$ cat src/rtl/color_matrix_pkg.sv
package color_matrix_pkg;
  localparam int COEF_W    = 9;
  localparam int OFFS_W    = 13;
  localparam int WORD_W    = 32;
  localparam int NUM_WORDS = 6;
  localparam int ADDR_W    = $clog2(NUM_WORDS);
  localparam int NUM_CH    = 3;

  // coef[row][col]: gain from input col to output row
  typedef struct packed {
    logic [NUM_CH-1:0][NUM_CH-1:0][COEF_W-1:0] coef;
    logic [NUM_CH-1:0][OFFS_W-1:0]             offs;
    logic [1:0]                                scale;
    logic                                      sat;
  } mtx_cfg_t;

  // per-stage load strobes from control to datapath
  typedef struct packed {
    logic ld1;
    logic ld2;
    logic ld3;
  } pipe_stb_t;
endpackage

$ cat src/rtl/color_matrix_ctrl.sv
module color_matrix_ctrl
  import color_matrix_pkg::*;
(
  input  logic              clk,
  input  logic              rstN,
  input  logic              cfgWe,
  input  logic [ADDR_W-1:0] cfgAddr,
  input  logic [WORD_W-1:0] cfgData,
  input  logic              inValid,
  input  logic              inSof,
  input  logic              outReady,
  output logic              inReady,
  output logic              outValid,
  output pipe_stb_t         stb,
  output mtx_cfg_t          cfgUse
);
  mtx_cfg_t stageCfg, liveCfg;
  logic     v1, v2, v3, rdy1, rdy2, rdy3, take;
  logic     unusedCfgHi;

  assign unusedCfgHi = ^cfgData[WORD_W-1:11];

  // staging set: each write lands in the fields that word owns
  always_ff @(posedge clk or negedge rstN) begin
    if (!rstN) begin
      stageCfg <= '0;
    end else if (cfgWe) begin
      case (cfgAddr)
        3'd0: begin
          stageCfg.offs[0][4:0] <= cfgData[31:27];
          stageCfg.coef[0][0]   <= cfgData[26:18];
          stageCfg.coef[1][1]   <= cfgData[17:9];
          stageCfg.coef[2][2]   <= cfgData[8:0];
        end
        3'd1: begin
          stageCfg.offs[0][12:5] <= cfgData[7:0];
          stageCfg.scale         <= cfgData[9:8];
          stageCfg.sat           <= cfgData[10];
        end
        3'd2: begin
          stageCfg.offs[1][4:0] <= cfgData[31:27];
          stageCfg.coef[0][1]   <= cfgData[26:18];
          stageCfg.coef[1][0]   <= cfgData[17:9];
          stageCfg.coef[2][0]   <= cfgData[8:0];
        end
        3'd3: stageCfg.offs[1][12:5] <= cfgData[7:0];
        3'd4: begin
          stageCfg.offs[2][4:0] <= cfgData[31:27];
          stageCfg.coef[0][2]   <= cfgData[26:18];
          stageCfg.coef[1][2]   <= cfgData[17:9];
          stageCfg.coef[2][1]   <= cfgData[8:0];
        end
        3'd5: stageCfg.offs[2][12:5] <= cfgData[7:0];
        default: ;
      endcase
    end
  end

  // hand-over on the first pixel of a frame; that pixel already uses it
  assign take   = inValid && inReady && inSof;
  assign cfgUse = take ? stageCfg : liveCfg;

  always_ff @(posedge clk or negedge rstN) begin
    if (!rstN)     liveCfg <= '0;
    else if (take) liveCfg <= stageCfg;
  end

  // per-stage ready chain: a full stage may refill while draining
  assign rdy3     = !v3 || outReady;
  assign rdy2     = !v2 || rdy3;
  assign rdy1     = !v1 || rdy2;
  assign inReady  = rdy1;
  assign outValid = v3;

  assign stb.ld1 = inValid && rdy1;
  assign stb.ld2 = v1 && rdy2;
  assign stb.ld3 = v2 && rdy3;

  always_ff @(posedge clk or negedge rstN) begin
    if (!rstN) begin
      v1 <= 1'b0;
      v2 <= 1'b0;
      v3 <= 1'b0;
    end else begin
      if (stb.ld1)   v1 <= 1'b1;
      else if (rdy2) v1 <= 1'b0;
      if (stb.ld2)   v2 <= 1'b1;
      else if (rdy3) v2 <= 1'b0;
      if (stb.ld3)   v3 <= 1'b1;
      else if (outReady) v3 <= 1'b0;
    end
  end
endmodule

$ cat src/rtl/color_matrix_dp.sv
module color_matrix_dp
  import color_matrix_pkg::*;
#(
  parameter int PIX_W = 8
) (
  input  logic                         clk,
  input  logic                         rstN,
  input  pipe_stb_t                    stb,
  input  mtx_cfg_t                     cfg,
  input  logic [NUM_CH-1:0][PIX_W-1:0] pixIn,
  output logic [NUM_CH-1:0][PIX_W-1:0] pixOut
);
  localparam int PROD_W   = COEF_W + PIX_W + 1;
  localparam int SUM_W    = PROD_W + 2;
  localparam int BASE_W   = ((SUM_W + 1 > OFFS_W + 7) ? SUM_W + 1 : OFFS_W + 7) + 1;
  localparam int ACC_W    = BASE_W + 3;
  localparam int FRAC_SH  = 10;
  localparam int RND_HALF = 1 << (FRAC_SH - 1);
  localparam int PIX_MAX  = (1 << PIX_W) - 1;
  localparam int VSH      = PIX_W - 8;

  logic signed [PROD_W-1:0] prodQ1 [NUM_CH][NUM_CH];
  logic signed [OFFS_W-1:0] offsQ1 [NUM_CH];
  logic [1:0]               scaleQ1;
  logic                     satQ1, satQ2;
  logic signed [ACC_W-1:0]  accQ2 [NUM_CH];

  always_ff @(posedge clk or negedge rstN) begin
    if (!rstN) begin
      scaleQ1 <= '0;
      satQ1   <= 1'b0;
      satQ2   <= 1'b0;
    end else begin
      if (stb.ld1) begin
        scaleQ1 <= cfg.scale;
        satQ1   <= cfg.sat;
      end
      if (stb.ld2) satQ2 <= satQ1;
    end
  end

  for (genvar r = 0; r < NUM_CH; r++) begin : g_row
    localparam int SAT_HI = ((r == 0) ? 235 : 240) << VSH;
    localparam int SAT_LO = 16 << VSH;

    logic signed [ACC_W-1:0] sumExt, offExt, baseV, scaledV, biased;
    logic signed [31:0]      rndExt, loV, hiV;
    logic [PIX_W-1:0]        clampV;

    // stage 1: nine products, signed coefficient times unsigned pixel
    for (genvar c = 0; c < NUM_CH; c++) begin : g_col
      always_ff @(posedge clk or negedge rstN) begin
        if (!rstN)        prodQ1[r][c] <= '0;
        else if (stb.ld1) prodQ1[r][c] <= PROD_W'($signed(cfg.coef[r][c]))
                                        * PROD_W'($signed({1'b0, pixIn[c]}));
      end
    end

    always_ff @(posedge clk or negedge rstN) begin
      if (!rstN)        offsQ1[r] <= '0;
      else if (stb.ld1) offsQ1[r] <= $signed(cfg.offs[r]);
    end

    // stage 2: sum, add offset in 2^-9 units, apply 2^scale
    always_comb begin
      sumExt  = ACC_W'(prodQ1[r][0]) + ACC_W'(prodQ1[r][1]) + ACC_W'(prodQ1[r][2]);
      offExt  = ACC_W'(offsQ1[r]);
      baseV   = (sumExt <<< 1) + (offExt <<< 7);
      scaledV = baseV <<< scaleQ1;
    end

    always_ff @(posedge clk or negedge rstN) begin
      if (!rstN)        accQ2[r] <= '0;
      else if (stb.ld2) accQ2[r] <= scaledV;
    end

    // stage 3: round half up, then clamp to the selected range
    always_comb begin
      biased = accQ2[r] + ACC_W'(RND_HALF);
      rndExt = 32'($signed(biased[ACC_W-1:FRAC_SH]));
      loV    = satQ2 ? SAT_LO : 0;
      hiV    = satQ2 ? SAT_HI : PIX_MAX;
      if (rndExt < loV)      clampV = loV[PIX_W-1:0];
      else if (rndExt > hiV) clampV = hiV[PIX_W-1:0];
      else                   clampV = rndExt[PIX_W-1:0];
    end

    always_ff @(posedge clk or negedge rstN) begin
      if (!rstN)        pixOut[r] <= '0;
      else if (stb.ld3) pixOut[r] <= clampV;
    end
  end
endmodule

$ cat src/rtl/color_matrix.sv
module color_matrix
  import color_matrix_pkg::*;
#(
  parameter int PIX_W = 8
) (
  input  logic              clk,
  input  logic              rstN,
  input  logic              cfgWe,
  input  logic [ADDR_W-1:0] cfgAddr,
  input  logic [WORD_W-1:0] cfgData,
  input  logic              inValid,
  output logic              inReady,
  input  logic              inSof,
  input  logic [PIX_W-1:0]  inC0,
  input  logic [PIX_W-1:0]  inC1,
  input  logic [PIX_W-1:0]  inC2,
  output logic              outValid,
  input  logic              outReady,
  output logic [PIX_W-1:0]  outC0,
  output logic [PIX_W-1:0]  outC1,
  output logic [PIX_W-1:0]  outC2
);
  pipe_stb_t                    stb;
  mtx_cfg_t                     cfgUse;
  logic [NUM_CH-1:0][PIX_W-1:0] pixOut;

  color_matrix_ctrl u_ctrl (
    .clk(clk), .rstN(rstN), .cfgWe(cfgWe), .cfgAddr(cfgAddr), .cfgData(cfgData),
    .inValid(inValid), .inSof(inSof), .outReady(outReady),
    .inReady(inReady), .outValid(outValid), .stb(stb), .cfgUse(cfgUse)
  );

  color_matrix_dp #(.PIX_W(PIX_W)) u_dp (
    .clk(clk), .rstN(rstN), .stb(stb), .cfg(cfgUse),
    .pixIn({inC2, inC1, inC0}), .pixOut(pixOut)
  );

  assign outC0 = pixOut[0];
  assign outC1 = pixOut[1];
  assign outC2 = pixOut[2];
endmodule

$ cat config.mk
export PLATFORM = sky130hd
export DESIGN_NAME = color_matrix
export DESIGN_NICKNAME = d
export VERILOG_FILES = /design/src/rtl/color_matrix_pkg.sv /design/src/rtl/color_matrix_ctrl.sv /design/src/rtl/color_matrix_dp.sv /design/src/rtl/color_matrix.sv
export SDC_FILE = /design/constraint.sdc
export NUM_CORES = 2
export LEC_CHECK = 0
export BUFFER_PORTS_ARGS = -buffer_cell sky130_fd_sc_hd__buf_2
export CAP_MARGIN = 0
export CORE_ASPECT_RATIO = 1.2
export CORE_MARGIN = 2
export CORE_UTILIZATION = 55
export CTS_CLUSTER_DIAMETER = 150
export CTS_CLUSTER_SIZE = 40
export DETAILED_ROUTE_END_ITERATION = 10
export PLACE_DENSITY = 0.72
export REMOVE_ABC_BUFFERS = 1
export SYNTH_ARGS = -nofsm -noshare
export SYNTH_HDL_FRONTEND = slang
export SYNTH_HIERARCHICAL = 1
export SYNTH_SLANG_ARGS = --single-unit
$ cat constraint.sdc
create_clock -name clk -period 11 [get_ports clk]
set_input_delay 2.2 -clock clk [delete_from_list [all_inputs] [get_ports clk]]
set_output_delay 2.2 -clock clk [all_outputs]
set_load 0.02 [all_outputs]
==> out/results.md <==
| Parameter | Value |
| --- | --- |
| Ys async rst share | 1.00 |
| Most common library cell in the layout ignoring fill and taps | sky130_fd_sc_hd__inv_1 |
| Post-synth top area share | 0.254 |
| Number of register bits inferred by synthesis | 526 |
| Slowest-stage cell, CP | sky130_fd_sc_hd__o41ai_1 |
| Post-synthesis simple-gate area fraction | 0.112 |
| Layout Nets | 6,212 |
| Share of post-route cells with drive strength above 1 | 0.115 |
| Post-synthesis mux area share | 0.105 |
| Via-to-Cell Ratio | 5.37 |
| Slowest stage delay, CP | 0.86 ns |
| Clock buffer count from CTS | 17 |
| Number of gates given a new drive strength after cts | 0 |
| Achievable Freq | 125 MHz |
| Final critical-path share of the clock period | 0.729 |
| Synth unique cells | 81 |
| Kind of cell adding the most delay to the critical path | adder cells |
| Final Critical Period | 8.02 ns |
| Setup skew after layout | 0.0180 ns |
| Per-instance average area after synthesis | 10.1 um^2 |
| Cell types with the largest area share after synthesis | sky130_fd_sc_hd__dfrtp_1 25%, sky130_fd_sc_hd__fa_1 23%, sky130_fd_sc_hd__ha_1 11%, sky130_fd_sc_hd__mux2_2 7.6%, sky130_fd_sc_hd__inv_1 7.5% |
| Port Buffer Count | 90 |
| Post-route DRC violation count | 0 |
| Number of warnings printed during yosys synthesis | 6 |
| Number of clock sinks | 526 |
| Die X | 284 um |
| Starting utilization of the core area | 0.554 |
| Routability-driven placement congestion ratio | 0.867 |
| Die Footprint | 96,700 um^2 |
| Worst hold-check path type | reg2reg |
| Cells traversed along the worst timing path | buf_2 -> nand4b_2 -> and3_4 -> buf_12 -> mux2_4 -> and2_1 -> fa_1 -> inv_1 -> fa_1 -> inv_1 -> fa_1 -> fa_1 -> ha_1 -> o41ai_1 -> o21ai_0 -> o31ai_1 -> xnor2_1 -> mux2_2 |
| Number of global-route vias before repair | 35,924 |
| Final sum of negative setup slack | 0 ns |
| Setup WS post-layout | 2.98 ns |
| Number of DRC violations after detailed-routing iteration 0 | 1,669 |
| Clock edge transition at the registers on the reported setup and hold paths | 0.15 ns |
| Synth area leader | sky130_fd_sc_hd__dfrtp_1 |
| Post-detailed-routing wire length | 114 mm |
| Final number of max-transition violations | 0 |
| Adder-Cell Fraction of Synth Area | 0.336 |
| Count of buffers added by post-CTS timing repair for setup | 0 |
| Mean routed wirelength per cell | 17.9 um |
| Post-synth design cell area | 51,800 um^2 |
| Buf/Inv on CP | 4 |
| GRT Overall Usage | 0.241 |
| Synth Instances | 5,119 |
| Unrepaired setup endpoints after global routing | no |
| Largest family of logic cells by synthesized area | adder cells |
| First-pass DRT Iterations | 5 |
| Post-synthesis sequential area ratio | 0.254 |
| Post-detail-place hpwl | 88.0 mm |
| Worst Path Class, Setup | in2reg |
| Required time at the endpoint of the critical path | 11.49 ns |
| CTS tree | built |
| Arrival time at the worst endpoint | 8.51 ns |
| Pin count of the biggest net entering global routing | 138 |
| XOR/XNOR share of the synthesized area | 0.0406 |
| Final ANT Viol Nets | 0 |
| Area of the core | 93,600 um^2 |
| Final hold violation count | 0 |
| Kind of start point of the critical path | input port |
| Count of hold-fix buffers inserted at cts | 0 |
| Slew @ Worst Pin | 1.05 ns |
| I/O Pins | 91 |
| # fillers | 8,075 |
| Slew margin rel. | 0.298 |
| Via count | 34,237 |
| Cell chosen for the clock root | sky130_fd_sc_hd__clkbuf_16 |
| Post-synth EDFFs | 0 |
| Largest fanout of any net on the critical path | 43 |
| Area Overhead vs Synth | 4.07% |
| Worst Setup End Kind | flop |
| Overflow left after global routing | 0 |
| Critical Path Most Common Cell | sky130_fd_sc_hd__fa_1 |
| Most used cells in the layout excluding fill and tap cells | 1,034 x sky130_fd_sc_hd__inv_1, 594 x sky130_fd_sc_hd__fa_1, 524 x sky130_fd_sc_hd__dfrtp_1, 443 x sky130_fd_sc_hd__ha_1, 417 x sky130_fd_sc_hd__nand2_1 |
| Wire length of the first global-routing pass | 187 mm |
| Max-capacitance violation count | 0 |
| Compound-cell area share of the yosys netlist | 0.0643 |
| Number of antenna violations at the first check in global routing | 4 |
| Pre-CTS setup slack | 2.45 ns |
| Num rows | 123 |
| Final setup vio count | 0 |
| CTS Buffer Depth | 3 |
| Level count of the clock H-tree | 1 |
| Primary flip-flop cell chosen by synthesis mapping | sky130_fd_sc_hd__dfrtp_1 |
| Die height | 340 um |
| Outcome | completed |
| Clock insertion delay at the later pin of the skew report | 0.59 ns |
[metal layers]
layer  track usage  vias to the layer above  share of wire
li1              -                    16104              -
met1         0.316                    17343           0.43
met2         0.413                      627           0.49
met3        0.0314                      163          0.044
met4        0.0789                        0          0.035
met5             0                        -              0
[state kept, by name (all words and copies together), names as in the netlist]
register	cells
u_ctrl/liveCfg	123
u_ctrl/outValid	1
u_ctrl/stageCfg	123
u_ctrl/v1	1
u_ctrl/v2	1
u_dp/accQ2	48
u_dp/g_row.offExt	39
u_dp/pixOut	24
u_dp/prodQ1	162
u_dp/satQ1	1
u_dp/satQ2	1
u_dp/scaleQ1	2
[worst min-delay path: cells and delay by family, from the launching register on]
kind | cells | cell delay [ns]
DFF | 1 | 0.37
AOI/OAI and AO/OA | 1 | 0.06
and+or+nand+nor | 1 | 0.05
[kinds of logic (layout without fill, tap and decap cells)]
| logic type | after synthesis | count (layout) |
|---|---|---|
| adder cells (fa/ha/maj) | 1037 | 1037 |
| XOR/XNOR | 240 | 240 |
| AND/OR/NAND/NOR | 1151 | 1151 |
| multiplexers | 460 | 460 |
| flip-flops | 526 | 526 |
| AO/OA/AOI/OAI | 530 | 530 |
| other | 0 | 5 |
| buffers and inverters | 1175 | 1171 |
[metrics by stage]
step | instance area [um^2] | hold WS (ns) | instances | util
after global routing | 53900 | 0.527 | 6367 | 0.576
final | 53900 | 0.511 | 6370 | 0.576
after floorplan | 51100 | 0.449 | 4979 | -
after detailed placement | 53400 | 0.475 | 6341 | 0.571
after global placement | 53400 | 0.463 | 6341 | 0.571
after CTS | 53900 | 0.507 | 6365 | 0.576
[final cells by class]
cell class	instances	area (um^2)	share of cell area
Antenna cell	5	12.5	0.000232
Clock buffer	19	433	0.00803
Clock inverter	5	70.1	0.00130
Inverter	1035	3880	0.0720
Multi-Input combinational cell	3418	34100	0.633
Sequential cell	526	13200	0.244
Tap cell	1250	1560	0.0290
Timing Repair Buffer	112	663	0.0123
[cell usage after synthesis (38+ instances only)]
master,n
sky130_fd_sc_hd__nor3_1,38
sky130_fd_sc_hd__mux2_4,70
sky130_fd_sc_hd__inv_1,1034
sky130_fd_sc_hd__nand3_1,45
sky130_fd_sc_hd__nand2_1,417
sky130_fd_sc_hd__nor2_1,142
sky130_fd_sc_hd__dfrtp_1,526
sky130_fd_sc_hd__fa_1,594
sky130_fd_sc_hd__nor2b_1,39
sky130_fd_sc_hd__clkbuf_1,100
sky130_fd_sc_hd__ha_1,443
sky130_fd_sc_hd__mux2_2,349
sky130_fd_sc_hd__xnor2_1,166
sky130_fd_sc_hd__and2_1,357
sky130_fd_sc_hd__a21o_1,56
sky130_fd_sc_hd__o21ai_0,144
sky130_fd_sc_hd__xor2_1,74
sky130_fd_sc_hd__a21oi_1,137
[path summary, 6_finish.rpt]
path	startpoint	endpoint	slack, ns	cells past startpoint
worst min-delay path	u_dp/satQ1	u_dp/satQ2	0.51	2
max in group asynchronous	rstN	u_ctrl/stageCfg[8]	7.15	3
min in group asynchronous	rstN	u_dp/accQ2[46]	1.60	1
worst max-delay path	outReady	u_dp/prodQ1[141]	2.98	18
worst min register to register	u_dp/satQ1	u_dp/satQ2	0.51	2
worst max register to register	u_ctrl/v2	u_dp/prodQ1[141]	4.22	17
Power is not shown: default switching activity piles up to over one toggle a cycle in this logic, so the estimate is an artifact.
